**config.mk**
```make
export PLATFORM = sky130hd
export DESIGN_NAME = hisc_top
export DESIGN_NICKNAME = d
export VERILOG_FILES = /design/src/rtl/hisc_pkg.sv /design/src/rtl/hisc_decode.sv /design/src/rtl/hisc_mask_reg.sv /design/src/rtl/hisc_status_reg.sv /design/src/rtl/hisc_irq_drive.sv /design/src/rtl/hisc_top.sv
export SDC_FILE = /design/constraint.sdc
export NUM_CORES = 1
export LEC_CHECK = 0
export BUFFER_PORTS_ARGS = -buffer_cell sky130_fd_sc_hd__buf_2
export CORE_ASPECT_RATIO = 1.1
export CORE_UTILIZATION = 53
export CTS_CLUSTER_DIAMETER = 40
export DETAILED_ROUTE_END_ITERATION = 6
export PLACE_DENSITY = 0.88
export SYNTH_ARGS = -nofsm -noshare
export SYNTH_HDL_FRONTEND = slang
export SYNTH_HIERARCHICAL = 1
export SYNTH_SLANG_ARGS = --single-unit
```
**constraint.sdc**
```tcl
create_clock -name clk -period 2.5 [get_ports clk]
set_clock_uncertainty 0.05 [all_clocks]
set_input_delay 0.625 -clock clk [delete_from_list [all_inputs] [get_ports clk]]
set_output_delay 0.625 -clock clk [all_outputs]
set_load 0.01 [all_outputs]
```
**src/rtl/hisc_pkg.sv**
```systemverilog
// Package: shared constants and types for the host interrupt status controller.
// Assumes a 4-bit register address; offsets are decoded by hisc_decode.
package hisc_pkg;

    localparam int unsigned HISC_ADDR_W = 4;

    // Register offsets seen by the host.
    localparam logic [HISC_ADDR_W-1:0] OFS_MASK     = 4'h0;
    localparam logic [HISC_ADDR_W-1:0] OFS_MASK_SET = 4'h1;
    localparam logic [HISC_ADDR_W-1:0] OFS_MASK_CLR = 4'h2;
    localparam logic [HISC_ADDR_W-1:0] OFS_PEEK     = 4'h3;
    localparam logic [HISC_ADDR_W-1:0] OFS_DRAIN    = 4'h4;
    localparam logic [HISC_ADDR_W-1:0] OFS_ACK      = 4'h5;

    // Fixed source bit positions.
    localparam int unsigned SRC_RXBUF0    = 0;
    localparam int unsigned SRC_TXDATA    = 1;
    localparam int unsigned SRC_CMD_DONE  = 10;
    localparam int unsigned SRC_INIT_DONE = 14;

    // One strobe per register action; at most one is high in a cycle.
    typedef struct packed {
        logic mask_wr;
        logic mask_set;
        logic mask_clr;
        logic peek_rd;
        logic drain_rd;
        logic ack_wr;
    } hisc_strobe_t;

endpackage

```
**src/rtl/hisc_decode.sv**
```systemverilog
// Module: hisc_decode
// Turns the bus address and strobes into one action strobe per register.
// Assumes write and read strobes are not both high in one cycle; if they are,
// both actions decode, each on its own address.
module hisc_decode
    import hisc_pkg::*;
(
    input  logic                   we,
    input  logic                   re,
    input  logic [HISC_ADDR_W-1:0] addr,
    output hisc_strobe_t           stb
);

    // Purpose: compare the address against each register offset.
    always_comb begin
        stb          = '0;
        stb.mask_wr  = we && (addr == OFS_MASK);
        stb.mask_set = we && (addr == OFS_MASK_SET);
        stb.mask_clr = we && (addr == OFS_MASK_CLR);
        stb.ack_wr   = we && (addr == OFS_ACK);
        stb.peek_rd  = re && (addr == OFS_PEEK);
        stb.drain_rd = re && (addr == OFS_DRAIN);
    end

endmodule

```
**src/rtl/hisc_mask_reg.sv**
```systemverilog
// Module: hisc_mask_reg
// Holds the interrupt mask. It can be replaced whole, or edited through
// set and clear aliases that touch only the bits written as 1.
// Assumes at most one of the three write strobes is high per cycle.
module hisc_mask_reg #(
    parameter int unsigned NUM_SRC = 16,
    parameter logic [NUM_SRC-1:0] RST_VAL = NUM_SRC'(1)
) (
    input  logic               clk,
    input  logic               rst_n,
    input  logic               wr_all,
    input  logic               wr_set,
    input  logic               wr_clr,
    input  logic [NUM_SRC-1:0] wbits,
    output logic [NUM_SRC-1:0] mask
);

    logic [NUM_SRC-1:0] mask_q;
    logic [NUM_SRC-1:0] mask_d;

    // Purpose: select the next mask value from the active write strobe.
    always_comb begin
        mask_d = mask_q;
        if (wr_all)      mask_d = wbits;
        else if (wr_set) mask_d = mask_q | wbits;
        else if (wr_clr) mask_d = mask_q & ~wbits;
    end

    // Purpose: register the mask with synchronous reset to RST_VAL.
    always_ff @(posedge clk) begin
        if (!rst_n) mask_q <= RST_VAL;
        else        mask_q <= mask_d;
    end

    assign mask = mask_q;

    // reset loads the documented mask value.
    assert_mask_reset_R1: assert property (@(posedge clk)
        !rst_n |=> mask == RST_VAL);

    // a full write is visible next cycle.
    assert_mask_write_R2: assert property (@(posedge clk) disable iff (!rst_n)
        wr_all |=> mask == $past(wbits));

    // set alias raises written ones and keeps the other bits.
    assert_mask_set_R3: assert property (@(posedge clk) disable iff (!rst_n)
        wr_set |=> ((mask & $past(wbits)) == $past(wbits)) &&
                   ((mask & ~$past(wbits)) == ($past(mask) & ~$past(wbits))));

    // clear alias drops written ones and keeps the other bits.
    assert_mask_clr_R4: assert property (@(posedge clk) disable iff (!rst_n)
        wr_clr |=> ((mask & $past(wbits)) == '0) &&
                   ((mask & ~$past(wbits)) == ($past(mask) & ~$past(wbits))));

endmodule

```
**src/rtl/hisc_status_reg.sv**
```systemverilog
// Module: hisc_status_reg
// Latches event pulses into pending bits regardless of the mask. A drain
// clears all bits, and an acknowledge clears the bits written as 1. A pulse
// in the same cycle as a clear of the same bit keeps that bit pending.
module hisc_status_reg #(
    parameter int unsigned NUM_SRC = 16
) (
    input  logic               clk,
    input  logic               rst_n,
    input  logic [NUM_SRC-1:0] src,
    input  logic               drain,
    input  logic               ack_we,
    input  logic [NUM_SRC-1:0] ack_bits,
    output logic [NUM_SRC-1:0] pend
);

    logic [NUM_SRC-1:0] pend_q;
    logic [NUM_SRC-1:0] clr_vec;

    // Purpose: form the per-bit clear request from drain and acknowledge.
    always_comb begin
        clr_vec = '0;
        if (drain)       clr_vec = '1;
        else if (ack_we) clr_vec = ack_bits;
    end

    // Purpose: per-bit pending flops; a new event overrides a clear.
    for (genvar i = 0; i < NUM_SRC; i++) begin : g_bit
        always_ff @(posedge clk) begin
            if (!rst_n)      pend_q[i] <= 1'b0;
            else if (src[i]) pend_q[i] <= 1'b1;
            else if (clr_vec[i]) pend_q[i] <= 1'b0;
        end
    end

    assign pend = pend_q;

    // reset empties the status.
    assert_status_reset_R1: assert property (@(posedge clk)
        !rst_n |=> pend == '0);

    // every pulsed bit is pending on the next cycle.
    assert_event_wins_R8: assert property (@(posedge clk) disable iff (!rst_n)
        (src != '0) |=> (pend & $past(src)) == $past(src));

    // a drain with no new events empties the status.
    assert_drain_empty_R6: assert property (@(posedge clk) disable iff (!rst_n)
        (drain && src == '0) |=> pend == '0);

    // acknowledged bits without a new event are gone, the rest are kept.
    assert_ack_clears_R7: assert property (@(posedge clk) disable iff (!rst_n)
        (ack_we && !drain) |=>
            ((pend & $past(ack_bits) & ~$past(src)) == '0) &&
            ((pend & ~$past(ack_bits)) == (($past(pend) | $past(src)) & ~$past(ack_bits))));

endmodule

```
**src/rtl/hisc_irq_drive.sv**
```systemverilog
// Module: hisc_irq_drive
// Drives the host interrupt from unmasked pending bits, with polarity
// chosen by a static input. Purely combinational from the registers.
module hisc_irq_drive #(
    parameter int unsigned NUM_SRC = 16
) (
    input  logic [NUM_SRC-1:0] pend,
    input  logic [NUM_SRC-1:0] mask,
    input  logic               pol_low,
    output logic               irq
);

    logic any_live;

    // Purpose: reduce the unmasked pending bits and apply polarity.
    always_comb begin
        any_live = |(pend & ~mask);
        irq      = pol_low ? ~any_live : any_live;
    end

endmodule

```
**src/rtl/hisc_top.sv**
```systemverilog
// Module: hisc_top
// Host interrupt status controller: register decode, mask, pending status,
// registered read port and interrupt line. Assumes NUM_SRC <= DATA_W.
// Read data is loaded on each read strobe and holds otherwise.
module hisc_top
    import hisc_pkg::*;
#(
    parameter int unsigned NUM_SRC = 16,
    parameter int unsigned DATA_W  = 16,
    parameter logic [NUM_SRC-1:0] MASK_RST = NUM_SRC'(1)
) (
    input  logic                   clk,
    input  logic                   rst_n,
    input  logic [NUM_SRC-1:0]     src_evt,
    input  logic [HISC_ADDR_W-1:0] bus_addr,
    input  logic                   bus_we,
    input  logic [DATA_W-1:0]      bus_wdata,
    input  logic                   bus_re,
    output logic [DATA_W-1:0]      bus_rdata,
    input  logic                   irq_pol_low,
    output logic                   host_irq
);

    hisc_strobe_t       stb;
    logic [NUM_SRC-1:0] wbits;
    logic [NUM_SRC-1:0] mask;
    logic [NUM_SRC-1:0] pend;
    logic [DATA_W-1:0]  mask_ext;
    logic [DATA_W-1:0]  pend_ext;
    logic [DATA_W-1:0]  rd_mux;
    logic [DATA_W-1:0]  rdata_q;

    assign wbits = bus_wdata[NUM_SRC-1:0];

    hisc_decode u_dec (
        .we   (bus_we),
        .re   (bus_re),
        .addr (bus_addr),
        .stb  (stb)
    );

    hisc_mask_reg #(.NUM_SRC(NUM_SRC), .RST_VAL(MASK_RST)) u_mask (
        .clk    (clk),
        .rst_n  (rst_n),
        .wr_all (stb.mask_wr),
        .wr_set (stb.mask_set),
        .wr_clr (stb.mask_clr),
        .wbits  (wbits),
        .mask   (mask)
    );

    hisc_status_reg #(.NUM_SRC(NUM_SRC)) u_stat (
        .clk      (clk),
        .rst_n    (rst_n),
        .src      (src_evt),
        .drain    (stb.drain_rd),
        .ack_we   (stb.ack_wr),
        .ack_bits (wbits),
        .pend     (pend)
    );

    hisc_irq_drive #(.NUM_SRC(NUM_SRC)) u_irq (
        .pend    (pend),
        .mask    (mask),
        .pol_low (irq_pol_low),
        .irq     (host_irq)
    );

    // Purpose: zero-extend mask and status to the bus width.
    always_comb begin
        mask_ext = '0;
        pend_ext = '0;
        mask_ext[NUM_SRC-1:0] = mask;
        pend_ext[NUM_SRC-1:0] = pend;
    end

    // Purpose: select read data; write-only and unmapped offsets read 0.
    always_comb begin
        rd_mux = '0;
        if (bus_addr == OFS_MASK)                      rd_mux = mask_ext;
        else if (stb.peek_rd || stb.drain_rd)          rd_mux = pend_ext;
    end

    // Purpose: register read data on each read strobe.
    always_ff @(posedge clk) begin
        if (!rst_n)      rdata_q <= '0;
        else if (bus_re) rdata_q <= rd_mux;
    end

    assign bus_rdata = rdata_q;

    // a side-effect-free read with no new events leaves status intact.
    assert_peek_hold_R5: assert property (@(posedge clk) disable iff (!rst_n)
        (stb.peek_rd && !bus_we && src_evt == '0) |=> pend == $past(pend));

    // a draining read returns the status held before the edge.
    assert_drain_data_R6: assert property (@(posedge clk) disable iff (!rst_n)
        stb.drain_rd |=> bus_rdata == $past(pend_ext));

    // with every source masked the line stays inactive.
    assert_all_masked_R10: assert property (@(posedge clk) disable iff (!rst_n)
        (&mask) |-> host_irq == irq_pol_low);

    // reads of write-only offsets return zero.
    assert_wo_reads_zero_R11: assert property (@(posedge clk) disable iff (!rst_n)
        (bus_re && (bus_addr == OFS_MASK_SET || bus_addr == OFS_MASK_CLR ||
                    bus_addr == OFS_ACK)) |=> bus_rdata == '0);

endmodule

```
==> results of run 1 <==
==> area by class of cell <==
cell class	count	area, um2	share of cell area
clock inverters	2	35.0	0.0126
inverters	20	75.1	0.0270
well taps	54	67.6	0.0243
multi-input cells	162	1230	0.443
flip-flops and latches	48	961	0.346
repair buffers	64	338	0.122
clock buffers	6	72.6	0.0261
==> cells in the mapped netlist <==
cell type / instances
and4b_2: 1
or2_1: 1
nor2_2: 1
o2111ai_1: 3
clkbuf_1: 2
nand3b_1: 17
nand2_2: 1
buf_6: 8
nand4b_1: 1
and2_1: 16
buf_2: 3
and3_2: 1
dfxtp_1: 48
nand2_1: 31
o21a_1: 16
clkbuf_2: 1
nand2b_1: 12
nor2_1: 2
o211ai_1: 1
nor2b_1: 1
a211oi_2: 10
nor4_4: 1
nor4_2: 1
buf_1: 1
nor3_1: 1
buf_12: 1
or3b_4: 1
a221o_2: 6
a21boi_1: 1
nor3b_1: 1
xnor2_1: 1
a221o_1: 10
nand3_1: 1
a211oi_1: 6
a21boi_0: 6
nor3b_2: 2
o2111ai_2: 1
a21boi_2: 8
inv_1: 20
==> through the flow <==
step,power (uW),util,area (um2),instances
2_1_floorplan,922,-,2400,246
3_3_place_gp,988,0.619,2670,348
3_5_place_dp,994,0.619,2670,348
4_1_cts,1540,0.644,2780,356
5_1_grt,1590,0.644,2780,356
6_report,1540,0.644,2780,356
==> final timing paths <==
path / startpoint / endpoint / slack (ns) / cells past startpoint
hold / removal: register / register / 0.46 / 2
hold reg to reg: register / register / 0.46 / 2
setup reg to reg: bus_rdata[0] / bus_rdata[0] / 1.59 / 2
setup / recovery: register / host_irq / 0.17 / 5
==> worst max-delay path, delay by kind of cell (launching register included) <==
family | cells | cell delay (ns)
buf+inv | 1 | 0.14
simple gates | 2 | 0.53
xor+xnor | 1 | 0.15
compound gates | 1 | 0.17
flops | 1 | 0.35
==> routing by layer <==
layer  GRT usage  part of all wire  wire length (um)  vias up
li1            -                 -                 -      979
met1       0.315              0.43              2420      927
met2       0.410              0.49              2710       74
met3      0.0500             0.070               392        5
met4      0.0709            0.0093                52        0
met5           0                 0                 0        -
==> cells by family after synthesis <==
| group | count (synthesis) | synth area share |
|---|---|---|
| buf+inv | 36 | 0.0901 |
| flops | 48 | 0.400 |
| xor+xnor | 1 | 0.00365 |
| simple gates | 93 | 0.236 |
| compound gates | 68 | 0.270 |
==> power groups by stage <==
stage | logic, uW | registers [uW] | clock network (uW)
2_1_floorplan | 96.7 | 825 | 0
3_3_place_gp | 158 | 830 | 0
3_5_place_dp | 163 | 832 | 0
4_1_cts | 163 | 814 | 561
5_1_grt | 179 | 818 | 598
6_report | 164 | 814 | 559
==> impl_results.md, run 1 <==
* Max-cap viol count at 0
* Post-Syn Area at 2400 um2
* Synthesized area per cell at 9.77 um2
* Final net count at 342
* Area of the die at 4810 um2
* Pint at 1170 uW
* Die Ht at 72.6 um
* Outcome: complete, no violations
* Final setup margin at 0.171 ns
* Logic pwr share at 0.107
* Total CTS buffers at 5
* CTS Buffer Depth at 2
* Min Clock Period, post-route at 2.33 ns
* Placeable core area at 4320 um2
* Post-Route WL at 5.58 mm
* Worst slew margin relative to its limit at 0.528
* Clk_lat worst skew at 0.31 ns
* Cell variety after synth at 39
* Pre-CTS setup slack at 0.309 ns
* Commonest non-fill, non-tap cell in the layout: buf_2
* H-tree depth at 2
* Vias in the first global route at 1,895
* Per-cell routed wire length at 15.7 um
* 1st-iter DRT viols at 137
* Initial antenna violation count at 0
* Cell taking the most area after synthesis: dfxtp_1
* Psw at 369 uW
* Setup violations, final at 0
* Max stage delay on crit path at 0.37 ns
* Post-CTS Setup Inserts at 0
* Critical path endpoint category: output pin
* DRT antenna net count at 0
* CP Cell Sequence: nand2b_1 -> o2111ai_1 -> nor4_2 -> xnor2_1 -> buf_2
* FMAX at 0.429 GHz
* Flop pwr share at 0.530
* Max Fanout on Critical Path at 3
* Slew Limit Fails at 0
* CP startpoint kind: register
* Clock share of power at 0.364
* Crit path max-delay cell type: nor4_2
* DR vias/cell at 5.58
* Dpl hpwl at 3.77 mm
* CTS tree: built
* Register area share after synthesis at 0.400
* # IOs at 58
* CTS clk-pin slew, worst paths at 0.09 ns
* DRC errors left at 0
* Area grow syn2layout at 15.7%
* Gr usage total at 0.244
* Yosys warnings at 6
* Routability cong. at 0.775
* Std cell rows at 25
* Area share of the largest cell type after synthesis at 0.400
* I/O Buffers at 57
* CTS root buf: clkbuf_8
* CP Data Arrival Time at 1.65 ns
* Final Cycle Share at 0.932
* Synthesized Nets at 287
* Fraction of layout cells with a size suffix above 1 at 0.351
* Largest net degree at the start of global routing at 20
* Measured slew at the worst slew-check pin at 0.707 ns
* Routed via count at 1,985
* Gr ovfl total at 0
* Global-route wire length before repair at 8.96 mm
* Hold buffer count at cts at 0
* 1st-pass router iterations at 5
* Final Hold Vio Count at 0
* Synth top area cells: dfxtp_1, nand3b_1, a211oi_2
* Sink Count at 48
* Worst IR Drop VDD at 0.285 mV
* Synth Instances at 246
* Setup TNS at 0 ns
* Required time of the critical path at 1.82 ns
* Sw Ratio at 0.240
* Hold Path Class: reg2reg
* Unrepaired setup endpoints after global routing: no
* Crit Path Category: reg2out
* # resized after CTS at 0
* Hold_ws at 0.459 ns
* P per Cell Area at 553 nW/um2
* Synth Register Bits at 48
* Fill count at 354
* Commonest non-fill, non-tap cells in the layout: buf_2, dfxtp_1, nand2_1
* Lkg Pwr at 0.00114 uW
* Die width at 66.2 um
* # diodes at 0
* Starting density of the core at 0.557
(Power assumes the default switching activity.)
==> run 2: changes to the inputs <==
CORE_UTILIZATION = 56   (was 53)
PLACE_DENSITY = 0.93   (was 0.88)
SYNTH_HIERARCHICAL = default   (was 1)
clock period = 2.95 ns   (was 2.5 ns; I/O delays follow)
==> impl_results.md, run 2 <==
* Post-CTS Setup Inserts at 0 (unchanged)
* Worst IR Drop VDD at 0.353 mV (+24%)
* DR vias/cell at 5.89 (+5.6%)
* Synth Instances at 261 (+6.1%)
* Die Ht at 67.6 um (-6.8%)
* CTS root buf: clkbuf_8
* 1st-pass router iterations at 4 (-1)
* 1st-iter DRT viols at 198 (+45%)
* Per-cell routed wire length at 15.6 um (-0.63%)
* Fraction of layout cells with a size suffix above 1 at 0.246 (-0.105)
* Measured slew at the worst slew-check pin at 0.666 ns (-0.0413 ns)
* CP Data Arrival Time at 1.70 ns (+0.05 ns)
* Commonest non-fill, non-tap cell in the layout: buf_2
* Reg2reg path depth at 2 (unchanged)
* FMAX at 0.402 GHz
* Die width at 61.7 um (-6.8%)
* Hold buffer count at cts at 0 (unchanged)
* Synth top cells by count: dfxtp_1, o21ai_0, a21oi_1, nand3_1
* Critical path endpoint category: output pin
* Synthesized Nets at 302 (+5.2%)
* # IOs at 58 (unchanged)
* Cell taking the most area after synthesis: dfxtp_1
* Gr ovfl total at 0 (unchanged)
* Met1 global-route usage at 0.368 (+0.0530)
* Final Cycle Share at 0.843
* Register area share after synthesis at 0.438 (+0.0381)
* Setup violations, final at 0 (unchanged)
* Synth top area cells: dfxtp_1, o21ai_0, a22oi_1
* DRT antenna net count at 0 (unchanged)
* Clk_lat worst skew at 0.30 ns (about the same)
* CTS Buffer Depth at 2 (unchanged)
* Initial antenna violation count at 0 (unchanged)
* Unrepaired setup endpoints after global routing: no
* Adder-Cell Fraction of Synth Area at 0 (unchanged)
* Ys async rst share at 0 (unchanged)
* H-tree depth at 2 (unchanged)
* Largest family of logic cells by synthesized area: compound AO/OA/AOI/OAI gates
* Final net count at 353 (+3.2%)
* Vias in the first global route at 1,953 (+3.1%)
* Std cell rows at 23 (-8.0%)
* Simple-Gate Fraction of Synth Area at 0.214 (-0.0214)
* Max-cap viol count at 0 (unchanged)
* Slew Limit Fails at 0 (unchanged)
* Area share of the largest cell type after synthesis at 0.438 (+0.0381)
* Setup TNS at 0 ns (unchanged)
* Starting density of the core at 0.595 (+0.0389)
* Most Crowded Layer GR: met2
* CP startpoint kind: register
* # diodes at 0 (unchanged)
* Lkg Pwr at 0.000983 uW (-13%)
* Crit path max-delay cell type: nor4_1
* XOR/XNOR share of the synthesized area at 0.00399 (+0.000347)
* Required time of the critical path at 2.16 ns (+0.34 ns)
* Total power at 1270 uW (-17%)
* # resized after CTS at 0 (unchanged)
* Sink Count at 48 (unchanged)
* Placeable core area at 3680 um2 (-15%)
* Yosys warnings at 0 (-6)
* Routed via count at 2,138 (+7.7%)
* Area of the die at 4170 um2 (-13%)
* Post-synth EDFFs at 0 (unchanged)
* CTS clk-pin slew, worst paths at 0.08 ns (about the same)
* Worst slew margin relative to its limit at 0.556 (+0.0280)
* Routability cong. at 0.799 (+3.0%)
* Synth Flop Type: dfxtp_1
* CP Cell Sequence: nand2b_1 -> o2111ai_1 -> nor4_1 -> xnor2_1 -> buf_2
* Met3 usage at 0.0556 (+0.00556)
* Post-Syn Area at 2190 um2 (-8.7%)
* Multiplexer share of the synthesized area at 0 (unchanged)
* Max stage delay on crit path at 0.42 ns (+0.05 ns)
* Worst R2R Setup Slack at 2.11 ns (+0.52 ns)
* DRC errors left at 0 (unchanged)
* Crit path to: host_irq
* Crit Path Category: reg2out
* Grt met2 use at 0.489 (+0.0788)
* Largest net degree at the start of global routing at 49 (+150%)
* Compound-Gate Fraction of Synth Area at 0.291 (+0.0206)
* Cell variety after synth at 31 (-21%)
* Gr usage total at 0.295 (+0.0503)
* Outcome: complete, no violations
* Synth Register Bits at 48 (unchanged)
* Post-Route WL at 5.65 mm (+1.3%)
* Final Hold Vio Count at 0 (unchanged)
* Max Fanout on Critical Path at 3 (unchanged)
* Hold Path Class: reg2reg
* Dpl hpwl at 3.85 mm (+2.0%)
* Most common cell in the netlist: dfxtp_1
* Min Clock Period, post-route at 2.49 ns
* CTS tree: built
* Commonest non-fill, non-tap cells in the layout: buf_2, dfxtp_1, o21ai_0
* Area grow syn2layout at 18.3%
* Fill count at 318 (-10%)
* Synthesized area per cell at 8.40 um2 (-14%)
* Total CTS buffers at 5 (unchanged)
* Global-route wire length before repair at 8.96 mm (about the same)
* I/O Buffers at 57 (unchanged)
* P per Cell Area at 491 nW/um2 (-11%)
[run 2: metal layers]
layer,vias up,share of wire
met2,101,0.48
met5,-,0
met4,0,0.023
li1,1040,-
met3,15,0.087
met1,982,0.41
[run 2: worst max-delay path, delay by kind of cell (launching register included)]
family | cells | cell delay [ns]
flip-flops | 1 | 0.35
buffers and inverters | 1 | 0.15
XOR/XNOR | 1 | 0.17
AND/OR/NAND/NOR | 2 | 0.57
AO/OA/AOI/OAI | 1 | 0.16
[run 2: cell families after synthesis]
kind of cell,count (synthesis)
compound gates,102
xor+xnor,1
buf+inv,24
flops,48
simple gates,86
[run 2: layout make-up]
type	instances	area, um2	area share
clock inverter	1	7.51	0.00289
clock buffer	7	86.3	0.0333
multi-input combinational	189	1120	0.433
timing repair buffer	64	338	0.130
inverter	4	15.0	0.00579
sequential	48	961	0.370
tap	50	62.6	0.0241
[run 2: power by group]
group,switching [uW],internal [uW]
clock,214,191
sequential,24.1,680
combinational,92.6,71.7
[run 2: worst min path at each step]
stage                to  cells past startpoint  startpoint
3_5_place_dp   register                      2    register
3_3_place_gp   register                      2    register
4_1_cts        register                      2    register
2_1_floorplan  register                      2    register
5_1_grt        register                      2    register
6_report       register                      2    register
[run 2: per-stage QoR]
stage	utilization	setup slack (ns)	area (um2)	hold WS, ns	std cells
CTS	0.704	0.465	2590	0.453	363
global route	0.704	0.344	2590	0.473	363
global placement	0.679	0.596	2500	0.425	355
detailed placement	0.679	0.540	2500	0.441	355
floorplan	-	1.03	2190	0.413	261
finish	0.704	0.464	2590	0.453	363
==> run 3: changes to the inputs <==
CORE_UTILIZATION = 47   (was 56)
PLACE_DENSITY = 0.84   (was 0.93)
clock period = 2.23 ns   (was 2.95 ns; I/O delays follow)
==> impl_results.md, run 3 (synthesized netlist as in run 2, its figures left out) <==
* Crit Path Category: reg2out
* Commonest non-fill, non-tap cells in the layout: buf_2, dfxtp_1, o21ai_0
* Slew Limit Fails at 0 (unchanged)
* # diodes at 0 (unchanged)
* Critical path endpoint category: output pin
* Sw Ratio at 0.263 (+0.00328)
* Max Fanout on Critical Path at 3 (unchanged)
* Outcome: complete, no violations
* Post-Route WL at 5.83 mm (+3.2%)
* H-tree depth at 2 (unchanged)
* Unrepaired setup endpoints after global routing: no
* CTS tree: built
* Pint at 1210 uW (+29%)
* Setup TNS at 0 ns (unchanged)
* Worst IR Drop VDD at 0.348 mV (-1.4%)
* Gr usage total at 0.260 (-0.0349)
* WP buf/inv at 1 (unchanged)
* Worst slew margin relative to its limit at 0.564 (+0.00812)
* Commonest non-fill, non-tap cell in the layout: buf_2
* Measured slew at the worst slew-check pin at 0.654 ns (-0.0122 ns)
* CP Data Arrival Time at 1.53 ns (-0.17 ns)
* Met1 global-route usage at 0.337 (-0.0309)
* Total CTS buffers at 5 (unchanged)
* Clk_lat worst skew at 0.30 ns (about the same)
* Routability cong. at 0.826 (+3.4%)
* I/O Buffers at 57 (unchanged)
* Most Crowded Layer GR: met2
* Hold Path Class: in2reg
* Final setup margin at 0.0888 ns (-0.375 ns)
* Largest net degree at the start of global routing at 49 (unchanged)
* Area grow syn2layout at 20.6%
* Crit path max-delay cell type: dfxtp_2
* Logic pwr share at 0.138 (+0.009)
* DRT antenna net count at 0 (unchanged)
* DRC errors left at 0 (unchanged)
* Min Clock Period, post-route at 2.14 ns
* Global-route wire length before repair at 9.49 mm (+5.9%)
* FMAX at 0.467 GHz
* Max-cap viol count at 0 (unchanged)
* Dpl hpwl at 4.05 mm (+5.2%)
* Lkg Pwr at 0.00100 uW (+2.2%)
* CP Cell Sequence: nand2b_4 -> o2111ai_2 -> nor4_4 -> xnor2_1 -> buf_2
* P per Cell Area at 622 nW/um2 (+27%)
* Vias in the first global route at 2,025 (+3.7%)
* Pre-CTS setup slack at 0.185 ns (-0.356 ns)
* Area of the die at 4940 um2 (+19%)
* Final Cycle Share at 0.960
* Flop pwr share at 0.566 (+0.013)
* Die Ht at 73.6 um (+8.9%)
* Met3 usage at 0.0590 (+0.00345)
* Final Hold Vio Count at 0 (unchanged)
* Sink Count at 48 (unchanged)
* Initial antenna violation count at 0 (unchanged)
* Grt met2 use at 0.416 (-0.0737)
* CTS root buf: clkbuf_8
* Fill count at 393 (+24%)
* Starting density of the core at 0.501 (-0.0946)
* # IOs at 58 (unchanged)
* Fraction of layout cells with a size suffix above 1 at 0.276 (+0.0302)
* Psw at 433 uW (+31%)
* CTS clk-pin slew, worst paths at 0.08 ns (about the same)
* Clock share of power at 0.295 (-0.023)
* CP startpoint kind: register
* Die width at 67.1 um (+8.9%)
* Required time of the critical path at 1.62 ns (-0.54 ns)
* DR vias/cell at 5.88 (-0.15%)
* Hold buffer count at cts at 0 (unchanged)
* CTS Buffer Depth at 2 (unchanged)
* Max stage delay on crit path at 0.35 ns (-0.07 ns)
* Routed via count at 2,170 (+1.5%)
* Placeable core area at 4380 um2 (+19%)
* CP top delay family: simple AND/OR/NAND/NOR gates
* 1st-iter DRT viols at 199 (+0.51%)
* Per-cell routed wire length at 15.8 um (+1.5%)
* Gr ovfl total at 0 (unchanged)
* Final net count at 356 (+0.85%)
* 1st-pass router iterations at 4 (unchanged)
* Setup violations, final at 0 (unchanged)
* Std cell rows at 25 (+8.7%)
[run 3: per-layer routing]
layer | vias to the layer above | wire length, um
li1 | 1051 | -
met1 | 1000 | 2430
met2 | 104 | 2850
met3 | 15 | 405
met4 | 0 | 149
met5 | - | 0
[run 3: worst paths after layout]
check	end	startpoint	cells after the start	slack [ns]
min	u_stat.pend[1]	src_evt[1]	3	0.43
max reg2reg	bus_rdata[4]	u_stat.pend[4]	2	1.39
max	host_irq	register	5	0.09
min reg2reg	register	register	2	0.45
[run 3: cell type report]
type / instances / area (um2) / area share
Multi-Input combinational cell: 189 / 1160 / 0.438
Inverter: 4 / 15.0 / 0.00568
Tap cell: 54 / 67.6 / 0.0255
Sequential cell: 48 / 966 / 0.365
Clock inverter: 1 / 5.00 / 0.00189
Clock buffer: 6 / 72.6 / 0.0274
Timing Repair Buffer: 67 / 360 / 0.136
[run 3: power groups by stage]
stage | combinational [uW] | clock, uW | sequential, uW
2_1_floorplan | 121 | 0 | 947
5_1_grt | 254 | 528 | 936
4_1_cts | 221 | 500 | 930
3_5_place_dp | 219 | 0 | 950
6_report | 228 | 486 | 932
3_3_place_gp | 212 | 0 | 949
[run 3: worst min-delay path, cell delays in order]
cell and delay, ns:
buf_2 0.08, a31oi_1 0.03, nor2b_1 0.08
[run 3: metrics by stage]
step           instances  hold WS, ns  utilization  cell area, um2  total power (uW)
2_1_floorplan        261        0.413            -            2190              1070
6_report             369        0.426        0.604            2650              1650
5_1_grt              369        0.429        0.604            2650              1720
3_3_place_gp         362        0.424        0.577            2530              1160
3_5_place_dp         362        0.435        0.577            2530              1170
4_1_cts              369        0.423        0.596            2610              1650
[run 3: repair_timing]
action / CTS / global route
pin swaps: 0 / 3
gates resized for setup: 1 / 8
setup endpoints to repair: 1 / 1
buffers inserted: 0 / 0
